## config.mk

```make
export PLATFORM = sky130hd
export DESIGN_NAME = bitfield_mem_unit
export DESIGN_NICKNAME = d
export VERILOG_FILES = /design/src/rtl/bf_pkg.sv /design/src/rtl/bf_addr_plan.sv /design/src/rtl/bf_field_alu.sv /design/src/rtl/bf_mem_seq.sv /design/src/rtl/bitfield_mem_unit.sv
export SDC_FILE = /design/constraint.sdc
export NUM_CORES = 1
export LEC_CHECK = 0
export ABC_AREA = 1
export BUFFER_PORTS_ARGS = -buffer_cell sky130_fd_sc_hd__buf_2
export CELL_PAD_IN_SITES_DETAIL_PLACEMENT = 1
export CELL_PAD_IN_SITES_GLOBAL_PLACEMENT = 1
export CORE_MARGIN = 2
export CORE_UTILIZATION = 46
export CTS_CLUSTER_DIAMETER = 50
export DETAILED_ROUTE_END_ITERATION = 10
export GPL_ROUTABILITY_DRIVEN = 0
export PLACE_DENSITY_LB_ADDON = 0.1
export SYNTH_ARGS = -nofsm -noshare
export SYNTH_HDL_FRONTEND = slang
export SYNTH_SLANG_ARGS = --single-unit
```

## constraint.sdc

```tcl
create_clock -name clk -period 26.9 [get_ports clk]
set_clock_uncertainty 0.2 [all_clocks]
set_input_delay 2.69 -clock clk [delete_from_list [all_inputs] [get_ports clk]]
set_output_delay 2.69 -clock clk [all_outputs]
set_load 0.02 [all_outputs]
```

## src/rtl/bf_pkg.sv

```systemverilog
package bf_pkg;
  typedef enum logic [2:0] {
    BF_EXTU = 3'd0,
    BF_EXTS = 3'd1,
    BF_INS  = 3'd2,
    BF_CHG  = 3'd3,
    BF_CLR  = 3'd4,
    BF_SET  = 3'd5,
    BF_FFO  = 3'd6,
    BF_RSV  = 3'd7
  } bf_op_e;

  typedef enum logic [1:0] {
    SQ_IDLE  = 2'd0,
    SQ_READ  = 2'd1,
    SQ_WRITE = 2'd2,
    SQ_DONE  = 2'd3
  } bf_state_e;

  function automatic logic bf_is_modify(bf_op_e op);
    return (op == BF_INS) || (op == BF_CHG) || (op == BF_CLR) || (op == BF_SET);
  endfunction
endpackage

```

## src/rtl/bf_addr_plan.sv

```systemverilog
module bf_addr_plan #(
  parameter int AW  = 32,
  parameter int OFW = 32,
  parameter int FW  = 32,
  localparam int LW = $clog2(FW),
  localparam int NB = FW / 8 + 1,
  localparam int IW = $clog2(NB)
) (
  input  logic [AW-1:0]  base,
  input  logic [OFW-1:0] offset,
  input  logic [LW-1:0]  len_code,
  output logic [LW:0]    eff_len,
  output logic [AW-1:0]  byte_addr,
  output logic [2:0]     bit_ofs,
  output logic [IW-1:0]  last_idx
);
  localparam logic [LW:0] FWL = (LW+1)'(FW);

  logic signed [OFW-1:0] byte_step;
  logic [LW+1:0]         span;

  // zero code selects full width
  assign eff_len   = (len_code == '0) ? FWL : {1'b0, len_code};
  // arithmetic shift rounds toward negative infinity
  assign byte_step = $signed(offset) >>> 3;
  assign byte_addr = base + AW'(byte_step);
  assign bit_ofs   = offset[2:0];
  assign span      = (LW+2)'(bit_ofs) + (LW+2)'(eff_len) - (LW+2)'(1);
  assign last_idx  = IW'(span >> 3);
endmodule

```

## src/rtl/bf_field_alu.sv

```systemverilog
module bf_field_alu
  import bf_pkg::*;
#(
  parameter int FW  = 32,
  parameter int OFW = 32,
  localparam int LW = $clog2(FW),
  localparam int NB = FW / 8 + 1,
  localparam int WW = NB * 8,
  localparam int SW = $clog2(WW) + 1
) (
  input  logic [WW-1:0]  window,
  input  logic [2:0]     bit_ofs,
  input  logic [LW:0]    eff_len,
  input  bf_op_e         op,
  input  logic [FW-1:0]  ins_val,
  input  logic [OFW-1:0] offset,
  output logic [FW-1:0]  result,
  output logic           flag_n,
  output logic           flag_z,
  output logic [WW-1:0]  new_window
);
  localparam logic [LW:0] FWL = (LW+1)'(FW);

  logic [SW-1:0] low_gap;
  logic [FW-1:0] low_mask;
  logic [WW-1:0] win_mask;
  logic [FW-1:0] field;
  logic [FW-1:0] ins_bits;
  logic [FW-1:0] aligned;
  logic [LW-1:0] top_idx;
  logic          field_top;
  logic [LW:0]   lead_zeros;
  logic          seen_one;

  // bits below the field inside the window
  assign low_gap  = SW'(WW) - SW'(bit_ofs) - SW'(eff_len);
  assign low_mask = {FW{1'b1}} >> (FWL - eff_len);
  assign win_mask = WW'(low_mask) << low_gap;
  assign field    = FW'(window >> low_gap) & low_mask;
  assign ins_bits = ins_val & low_mask;
  assign top_idx  = LW'(eff_len - (LW+1)'(1));
  assign field_top = field[top_idx];
  assign aligned  = field << (FWL - eff_len);

  always_comb begin
    lead_zeros = eff_len;
    seen_one   = 1'b0;
    for (int i = FW - 1; i >= 0; i--) begin
      if (!seen_one && aligned[i]) begin
        lead_zeros = (LW+1)'(FW - 1 - i);
        seen_one   = 1'b1;
      end
    end
  end

  always_comb begin
    unique case (op)
      BF_INS:  new_window = (window & ~win_mask) | (WW'(ins_bits) << low_gap);
      BF_CHG:  new_window = window ^ win_mask;
      BF_CLR:  new_window = window & ~win_mask;
      BF_SET:  new_window = window | win_mask;
      default: new_window = window;
    endcase
  end

  always_comb begin
    unique case (op)
      BF_EXTS: result = field_top ? (field | ~low_mask) : field;
      BF_INS:  result = ins_bits;
      BF_FFO:  result = FW'(offset) + FW'(lead_zeros);
      default: result = field;
    endcase
    if (op == BF_INS) begin
      flag_n = ins_bits[top_idx];
      flag_z = (ins_bits == '0);
    end else begin
      flag_n = field_top;
      flag_z = (field == '0);
    end
  end
endmodule

```

## src/rtl/bf_mem_seq.sv

```systemverilog
module bf_mem_seq
  import bf_pkg::*;
#(
  parameter int AW  = 32,
  parameter int FW  = 32,
  localparam int NB = FW / 8 + 1,
  localparam int IW = $clog2(NB),
  localparam int WW = NB * 8
) (
  input  logic          clk,
  input  logic          rst_n,
  input  logic          start,
  input  logic          modify,
  input  logic [AW-1:0] first_addr,
  input  logic [IW-1:0] last_idx,
  input  logic [WW-1:0] new_window,
  output logic          idle,
  output logic          done,
  output logic [WW-1:0] window,
  output logic          mem_req_valid,
  input  logic          mem_req_ready,
  output logic          mem_req_write,
  output logic [AW-1:0] mem_req_addr,
  output logic [7:0]    mem_req_wdata,
  input  logic [7:0]    mem_rdata
);
  bf_state_e     state_q;
  logic [IW-1:0] idx_q;
  logic          hs;
  logic          at_last;

  assign mem_req_valid = (state_q == SQ_READ) || (state_q == SQ_WRITE);
  assign mem_req_write = (state_q == SQ_WRITE);
  assign mem_req_addr  = first_addr + AW'(idx_q);
  assign mem_req_wdata = new_window[WW - 1 - 8 * int'(idx_q) -: 8];
  assign hs            = mem_req_valid && mem_req_ready;
  assign at_last       = (idx_q == last_idx);
  assign idle          = (state_q == SQ_IDLE);
  assign done          = (state_q == SQ_DONE);

  always_ff @(posedge clk or negedge rst_n) begin
    if (!rst_n) begin
      state_q <= SQ_IDLE;
      idx_q   <= '0;
      window  <= '0;
    end else begin
      unique case (state_q)
        SQ_IDLE: if (start) begin
          state_q <= SQ_READ;
          idx_q   <= '0;
          window  <= '0;
        end
        SQ_READ: if (hs) begin
          window[WW - 1 - 8 * int'(idx_q) -: 8] <= mem_rdata;
          if (at_last) begin
            idx_q   <= '0;
            state_q <= modify ? SQ_WRITE : SQ_DONE;
          end else begin
            idx_q <= idx_q + IW'(1);
          end
        end
        SQ_WRITE: if (hs) begin
          if (at_last) begin
            idx_q   <= '0;
            state_q <= SQ_DONE;
          end else begin
            idx_q <= idx_q + IW'(1);
          end
        end
        default: state_q <= SQ_IDLE;
      endcase
    end
  end

  assert_req_stable_R12: assert property (@(posedge clk) disable iff (!rst_n)
    (mem_req_valid && !mem_req_ready) |=> (mem_req_valid && $stable(mem_req_addr)
      && $stable(mem_req_write) && $stable(mem_req_wdata)));

  assert_done_pulse_R11: assert property (@(posedge clk) disable iff (!rst_n)
    done |=> !done);

  assert_addr_ascend_R10: assert property (@(posedge clk) disable iff (!rst_n)
    (hs && !at_last) |=> (mem_req_addr == $past(mem_req_addr) + AW'(1)));

  assert_write_only_modify_R10: assert property (@(posedge clk) disable iff (!rst_n)
    (mem_req_valid && mem_req_write) |-> modify);
endmodule

```

## src/rtl/bitfield_mem_unit.sv

```systemverilog
module bitfield_mem_unit
  import bf_pkg::*;
#(
  parameter int AW  = 32,
  parameter int FW  = 32,
  parameter int OFW = 32,
  localparam int LW = $clog2(FW)
) (
  input  logic           clk,
  input  logic           rst_n,
  input  logic           cmd_valid,
  output logic           cmd_ready,
  input  logic [2:0]     cmd_op,
  input  logic [AW-1:0]  cmd_base,
  input  logic [OFW-1:0] cmd_offset,
  input  logic [LW-1:0]  cmd_len,
  input  logic [FW-1:0]  cmd_value,
  output logic           mem_req_valid,
  input  logic           mem_req_ready,
  output logic           mem_req_write,
  output logic [AW-1:0]  mem_req_addr,
  output logic [7:0]     mem_req_wdata,
  input  logic [7:0]     mem_rdata,
  output logic           done,
  output logic [FW-1:0]  result,
  output logic           flag_n,
  output logic           flag_z
);
  localparam int NB = FW / 8 + 1;
  localparam int IW = $clog2(NB);
  localparam int WW = NB * 8;

  logic [LW:0]    plan_len;
  logic [AW-1:0]  plan_addr;
  logic [2:0]     plan_bofs;
  logic [IW-1:0]  plan_last;

  bf_op_e         op_q;
  logic [AW-1:0]  addr_q;
  logic [OFW-1:0] ofs_q;
  logic [LW:0]    len_q;
  logic [2:0]     bofs_q;
  logic [IW-1:0]  last_q;
  logic [FW-1:0]  val_q;

  logic           accept;
  logic           seq_idle;
  logic           seq_done;
  logic [WW-1:0]  window;
  logic [WW-1:0]  new_window;
  logic [FW-1:0]  alu_result;
  logic           alu_n;
  logic           alu_z;

  bf_addr_plan #(.AW(AW), .OFW(OFW), .FW(FW)) u_plan (
    .base      (cmd_base),
    .offset    (cmd_offset),
    .len_code  (cmd_len),
    .eff_len   (plan_len),
    .byte_addr (plan_addr),
    .bit_ofs   (plan_bofs),
    .last_idx  (plan_last)
  );

  assign cmd_ready = seq_idle;
  assign accept    = cmd_valid && cmd_ready;

  always_ff @(posedge clk or negedge rst_n) begin
    if (!rst_n) begin
      op_q   <= BF_EXTU;
      addr_q <= '0;
      ofs_q  <= '0;
      len_q  <= '0;
      bofs_q <= '0;
      last_q <= '0;
      val_q  <= '0;
    end else if (accept) begin
      op_q   <= bf_op_e'(cmd_op);
      addr_q <= plan_addr;
      ofs_q  <= cmd_offset;
      len_q  <= plan_len;
      bofs_q <= plan_bofs;
      last_q <= plan_last;
      val_q  <= cmd_value;
    end
  end

  bf_mem_seq #(.AW(AW), .FW(FW)) u_seq (
    .clk           (clk),
    .rst_n         (rst_n),
    .start         (accept),
    .modify        (bf_is_modify(op_q)),
    .first_addr    (addr_q),
    .last_idx      (last_q),
    .new_window    (new_window),
    .idle          (seq_idle),
    .done          (seq_done),
    .window        (window),
    .mem_req_valid (mem_req_valid),
    .mem_req_ready (mem_req_ready),
    .mem_req_write (mem_req_write),
    .mem_req_addr  (mem_req_addr),
    .mem_req_wdata (mem_req_wdata),
    .mem_rdata     (mem_rdata)
  );

  bf_field_alu #(.FW(FW), .OFW(OFW)) u_alu (
    .window     (window),
    .bit_ofs    (bofs_q),
    .eff_len    (len_q),
    .op         (op_q),
    .ins_val    (val_q),
    .offset     (ofs_q),
    .result     (alu_result),
    .flag_n     (alu_n),
    .flag_z     (alu_z),
    .new_window (new_window)
  );

  assign done   = seq_done;
  assign result = seq_done ? alu_result : '0;
  assign flag_n = seq_done & alu_n;
  assign flag_z = seq_done & alu_z;

  assert_len_range_R1: assert property (@(posedge clk) disable iff (!rst_n)
    accept |-> (plan_len != '0 && plan_len <= (LW+1)'(FW)));

  assert_span_limit_R3: assert property (@(posedge clk) disable iff (!rst_n)
    accept |-> (plan_last <= IW'(NB - 1)));

  assert_ffo_empty_R8: assert property (@(posedge clk) disable iff (!rst_n)
    (done && op_q == BF_FFO && flag_z) |-> (result == FW'(ofs_q) + FW'(len_q)));
endmodule

```

Yosys cells after proc, flatten, opt, wreduce, memory -nomap -nowiden
Index checks and enable logic that the tools add are counted.
{"block": "classes", "addsub": 12, "order_cmp": 1, "n_eq_ne": 16, "n_shift": 8, "mux": 89, "n_bitwise": 11, "reduce_logical": 78}
{"operator": "2-to-1 mux 6 bit", "n": 33}
{"operator": "case mux 40 bit (4 select lines)", "n": 1}
{"operator": "case mux 32 bit (3 select lines)", "n": 1}
{"operator": "2-to-1 mux 40 bit", "n": 2}
{"operator": "bitwise OR 40 bit", "n": 2}
{"operator": "case mux 40 bit (2 select lines)", "n": 1}
{"operator": "<< shifter 32 x 7 -> 40 bit", "n": 2}
{"operator": "bitwise AND 32 bit", "n": 2}
{"operator": "zero test 32 bit", "n": 2}
{"operator": "2-to-1 mux 32 bit", "n": 2}
{"operator": "variable shift 8 x 33 -> 47 bit (first input constant)", "n": 1}
{"operator": "variable part select 47 x 32 -> 8 bit", "n": 1}
{"operator": "variable part select 8 x 33 -> 47 bit", "n": 1}
{"operator": "bitwise AND 40 bit", "n": 1}
{"operator": "bitwise mux 40 bit", "n": 1}
{"operator": "NOT 40 bit", "n": 1}
{"operator": "right shift 40 x 7 -> 32 bit", "n": 1}
{"operator": "bitwise XOR 40 bit", "n": 1}
{"operator": "2-to-1 mux 1 bit", "n": 36}
{"operator": "logical AND 1 bit", "n": 33}
{"operator": "negator 32 -> 33 bit", "n": 1}
{"operator": "adder 32 x 3 -> 32 bit", "n": 1}
{"operator": "adder 32 bit", "n": 1}
{"operator": "adder 32 x 6 -> 32 bit", "n": 1}
{"operator": "34 further kinds", "n": 86}
{"block": "word_totals", "ff_bits": 156, "input_bits": 116, "output_inout_bits": 78}

Logic depth before layout (Yosys ltp)
{"block": "logic_depth", "word_depth": 102, "ltp_mapped": 90, "depth_no_buf": 85}

Modules after synthesis
A second synthesis with hierarchy kept.
{"block": "hier_totals", "hier_cells": 4507, "area_unflattened_um2": 24717.5}
{"module": "bf_field_alu", "n_inst": 1, "cells_per_inst": 2852, "area_per_inst_um2": 13893.3, "seq_area_each_um2": 0.0}
{"module": "bitfield_mem_unit", "n_inst": 1, "cells_per_inst": 558, "area_per_inst_um2": 4634.4, "seq_area_each_um2": 2777.7}
{"module": "bf_mem_seq", "n_inst": 1, "cells_per_inst": 563, "area_per_inst_um2": 3580.9, "seq_area_each_um2": 1126.1}
{"module": "bf_addr_plan", "n_inst": 1, "cells_per_inst": 534, "area_per_inst_um2": 2608.8, "seq_area_each_um2": 0.0}

Least setup slack after synthesis
OpenSTA, ideal clock, no wires.
{"block": "synth_path", "path_kind": "reg2out", "from": "register len_q[0]", "to": "output port result[28]", "t_arrival_ns": 9.483, "setup_slack_ns": 14.527, "path_stages_with_launch": 77, "n_path_buf": 7, "path_cell_list": "dfrtp_1 buf_2 inv_2 clkbuf_1 clkbuf_1 clkbuf_1 ha_1 ha_1 inv_1 fa_1 buf_2 inv_2 buf_4 buf_4 nand3_1 o21ai_0 nand3_1 a21oi_1 [... 41 more ...] inv_1 nor2_1 inv_1 nor3_1 nand2_1 nor3_1 inv_1 nor2_1 inv_1 nor2_1 nand2_1 nor2_1 inv_1 o21ai_0 nand3_1 o2111ai_1 o21ai_0 nor2_1"}
{"block": "synth_between", "elab_chain_len": 101, "word_cells_on_any_way": 141}
{"item": "start, declared", "line_no": "bitfield_mem_unit.sv:41", "rtl": "logic [LW:0] len_q;"}
{"item": "start signal, assigned", "line_no": "bitfield_mem_unit.sv:81", "rtl": "len_q <= plan_len;"}
{"item": "subtractor 7 x 6 -> 7 bit or subtractor 6 bit (tied branches)", "line_no": "bf_field_alu.sv:36, bf_field_alu.sv:37, bf_field_alu.sv:43"}
{"item": "right shift 40 x 7 -> 32 bit or right shift 32 x 6 -> 32 bit (tied branches)", "line_no": "bf_field_alu.sv:39, bf_field_alu.sv:37"}
{"item": "bitwise AND 32 bit", "line_no": "bf_field_alu.sv:39", "rtl": "assign field = FW'(window >> low_gap) & low_mask;"}
{"item": "<< shifter 32 x 6 -> 32 bit", "line_no": "bf_field_alu.sv:43", "rtl": "assign aligned = field << (FWL - eff_len);"}
{"item": "2-to-1 mux 1 bit", "line_no": "bf_field_alu.sv:49", "rtl": "if (!seen_one && aligned[i]) begin"}
{"item": "zero test 1 bit", "line_no": "bf_field_alu.sv:49"}
{"item": "logical AND 1 bit", "line_no": "bf_field_alu.sv:49"}
{"item": "2-to-1 mux 1 bit", "line_no": "bf_field_alu.sv:49"}
{"item": "[... 85 more ...]"}
{"item": "logical AND 1 bit", "line_no": "bf_field_alu.sv:49"}
{"item": "2-to-1 mux 1 bit", "line_no": "bf_field_alu.sv:49"}
{"item": "zero test 1 bit", "line_no": "bf_field_alu.sv:49"}
{"item": "logical AND 1 bit", "line_no": "bf_field_alu.sv:49"}
{"item": "2-to-1 mux 6 bit", "line_no": "bf_field_alu.sv:49"}
{"item": "adder 32 x 6 -> 32 bit", "line_no": "bf_field_alu.sv:70", "rtl": "BF_FFO: result = FW'(offset) + FW'(lead_zeros);"}
{"item": "case mux 32 bit (3 select lines) *", "line_no": "bf_field_alu.sv:67", "rtl": "unique case (op)"}
{"item": "2-to-1 mux 32 bit *", "line_no": "bitfield_mem_unit.sv:121", "rtl": "assign result = seq_done ? alu_result : '0;"}
{"item": "end, declared", "line_no": "bitfield_mem_unit.sv:25", "rtl": "output logic [FW-1:0] result,"}
Mark *: on every way between the ends. The rest lies on a longest branch, timed or not. The select of a mux whose other input is x is not followed.

Worst setup path after layout
Ends and elaborated chain as after synthesis.

==> results.yml <==
synthesis:
  syn_nets: 4085
  yosysWarningCount: 0
  synth_xor_area_share_pct: 2.478
  synth_mux_area_share_pct: 0.6774
  synthFlopType: "dfrtp_1"
  yosys.area_share.simple_pct: 37.68
  synth_common_cells: "nand2_1 (1178), o21ai_0 (409), nand3_1 (381), inv_1 (343), nor2_1 (269)"
  synth-edff-count: 0
  synthesis.instances: 3819
  synth_top_family_by_area: "simple AND/OR/NAND/NOR gates"
  avgSynthCellArea_sq_um: 5.804
  synth_top_area_share_pct: 19.95
  netlist_area_sq_um: 22170
  synthMostInstantiatedCell: "nand2_1"
  synthTopCellsByArea: "nand2_1 (20%), dfrtp_1 (17%), o21ai_0 (9.2%)"
  synth_adder_area_share_pct: 8.602
  synth-compound-area-share_pct: 22.72
  ys_seq_area_share_pct: 17.27
  yosys.cell_types.count: 59
  async_flop_share_pct: 100.0
  synth_seq_cells: 153
  yosysTopAreaCell: "nand2_1"
timing:
  setup_viol_count_final: 0
  fmax_mhz: 64.18
  maxSlewViolCount: 0
  rsz0062_at_grt: "no"
  hold_violations: 0
  holdWs_ns: 0.2852
  period_share_pct: 57.92
  worst_pin_slew_ns: 1.376
  period_needed_ns: 15.58
  fin_setup_tns_ns: 0
  maxSlewHeadroom_pct: 8.282
setup_path:
  rr_startpoint: "u_seq.idx_q[0]$_DFFE_PN0P_"
  cp.required_ns: 24.01
  start_kind: "flip-flop"
  critical_path.most_common_cell: "nand2_1"
  worstSetupPathType: "reg -> out"
  cp-startpoint: "len_q[0]$_DFFE_PN0P_"
  cp.arrival_ns: 12.69
  crit_path_end_kind: "output port"
  worst_path_max_delay_cell: "inv_1"
  cp_max_fo: 53
  cp_slowest_stage_delay_ns: 0.45
global_route:
  grt_pass1_wl_mm: 171.1
  gr-total-overflow: 0
  grt_max_degree: 90
  grt_pass1_vias: 29575
  grt_antenna_before_repair: 5
  grt_util_all_layers_pct: 44.16
finish:
  area_delta_synth_final_pct: 7.947
  fill_cells: 6884
  fin_nets: 4124
  layout-drive-gt1-share_pct: 9.119
  final_util_pct: 50.22
clock_network:
  post_cts_resized: 0
  cts_root_buf: "clkbuf_16"
  htreeDepth: 4
  cts_hold_buf: 0
  clk_latency_ns: 0.48
  cts_setup_buffers: 0
  cts_tree: "built"
  clk_pin_slew_ns: 0.06
  cts-buffers-inserted: 17
  clock-sinks: 153
  cts_buffer_depth: 2
hold_path:
  hold_path.class: "reg -> reg"
  min_from: "addr_q[18]$_DFFE_PN0P_"
run_status:
  status: "complete, no violations"
floorplan:
  start_util_pct: 46.52
  core_sq_um: 47650
  row_count: 80
  die_area_sq_um: 49960
  die_w_um: 223.5
  ios: 194
  die_h_um: 223.5
drt:
  vias_per_cell: 6.527
  ant_nets: 0
  routedWlPerCell_um: 25.03
  drc: 0
  drt_first_pass_iters: 7
  drt-total-wl_mm: 112.4
  vias: 29312
  drt_iter0_drc: 3739
placed_design:
  dp_hpwl_mm: 87.62
  io_buffers: 193
job:
  max-cap-violations: 0
[path summary, 6_finish.rpt]
| check | depth (start not counted) | end | slack, ns |
|---|---|---|---|
| max in group asynchronous | 2 | ofs_q[1]$_DFFE_PN0P_ | 22.97 |
| max reg2reg | 7 | u_seq.window[24]$_DFFE_PN0P_ | 22.51 |
| max | 77 | result[28] | 11.32 |
| min | 2 | addr_q[18]$_DFFE_PN0P_ | 0.29 |
| min in group asynchronous | 1 | addr_q[1]$_DFFE_PN0P_ | 2.06 |
| min reg2reg | 2 | addr_q[18]$_DFFE_PN0P_ | 0.29 |
[state kept, by name, summed over array words and instances, names as in the netlist]
name,flops
ofs_q,32
u_seq.window,40
op_q,3
u_seq.idx_q,3
val_q,32
u_seq.state_q,2
last_q,3
len_q,6
addr_q,32
[per-layer routing]
layer  share of wire (%)  GRT usage (%)
met3                  12          13.29
met5               0.032              0
met1                  38          55.05
met2                  43          67.38
met4                 6.7          26.04
[cell type report]
cell class | count | area, sq um | share of cell area, %
tap | 615 | 769.5 | 3.216
multi-input combinational | 3077 | 16040 | 67.02
inverter | 373 | 1406 | 5.877
timing repair buffer | 236 | 1295 | 5.412
clock buffer | 19 | 442.9 | 1.851
sequential | 153 | 3829 | 16.00
clock inverter | 13 | 137.6 | 0.5752
antenna | 5 | 12.51 | 0.05229
[layout by cell type, fill, tap and decap left out, types with 54 or more instances in the layout]
master / netlist / routed
nand2_1: 1178 / 1176
o21ai_0: 409 / 409
nand3_1: 381 / 381
inv_1: 343 / 343
nor2_1: 269 / 265
buf_2: 32 / 192
a21oi_1: 180 / 180
dfrtp_1: 153 / 153
ha_1: 146 / 145
o22ai_1: 69 / 69
nand4_1: 54 / 54
[critical path: cells and delay by family, from the launching register on]
kind	cells	cell delay [ns]
flops	1	0.36
compound gates	5	0.87
fa+ha+maj	5	1.19
simple gates	49	6.79
buf+inv	18	2.92
[metrics by stage]
step	area [sq um]	std cells	setup slack (ns)
after detailed placement	23330	4454	12.26
after CTS	23920	4486	11.65
after global placement	23330	4454	12.84
after global routing	23920	4487	10.18
final	23930	4491	11.32
after floorplan	22170	3819	14.53
[cells by family (layout without fill, tap and decap cells)]
kind of cell | Yosys count | after routing
buf+inv | 589 | 641
flops | 153 | 153
mux | 15 | 15
simple gates | 1982 | 1982
fa+ha+maj | 150 | 150
other cells | 0 | 5
compound gates | 869 | 869
xor+xnor | 61 | 61
Power is not shown: default switching activity piles up to over one toggle a cycle in this logic, so the estimate is an artifact.
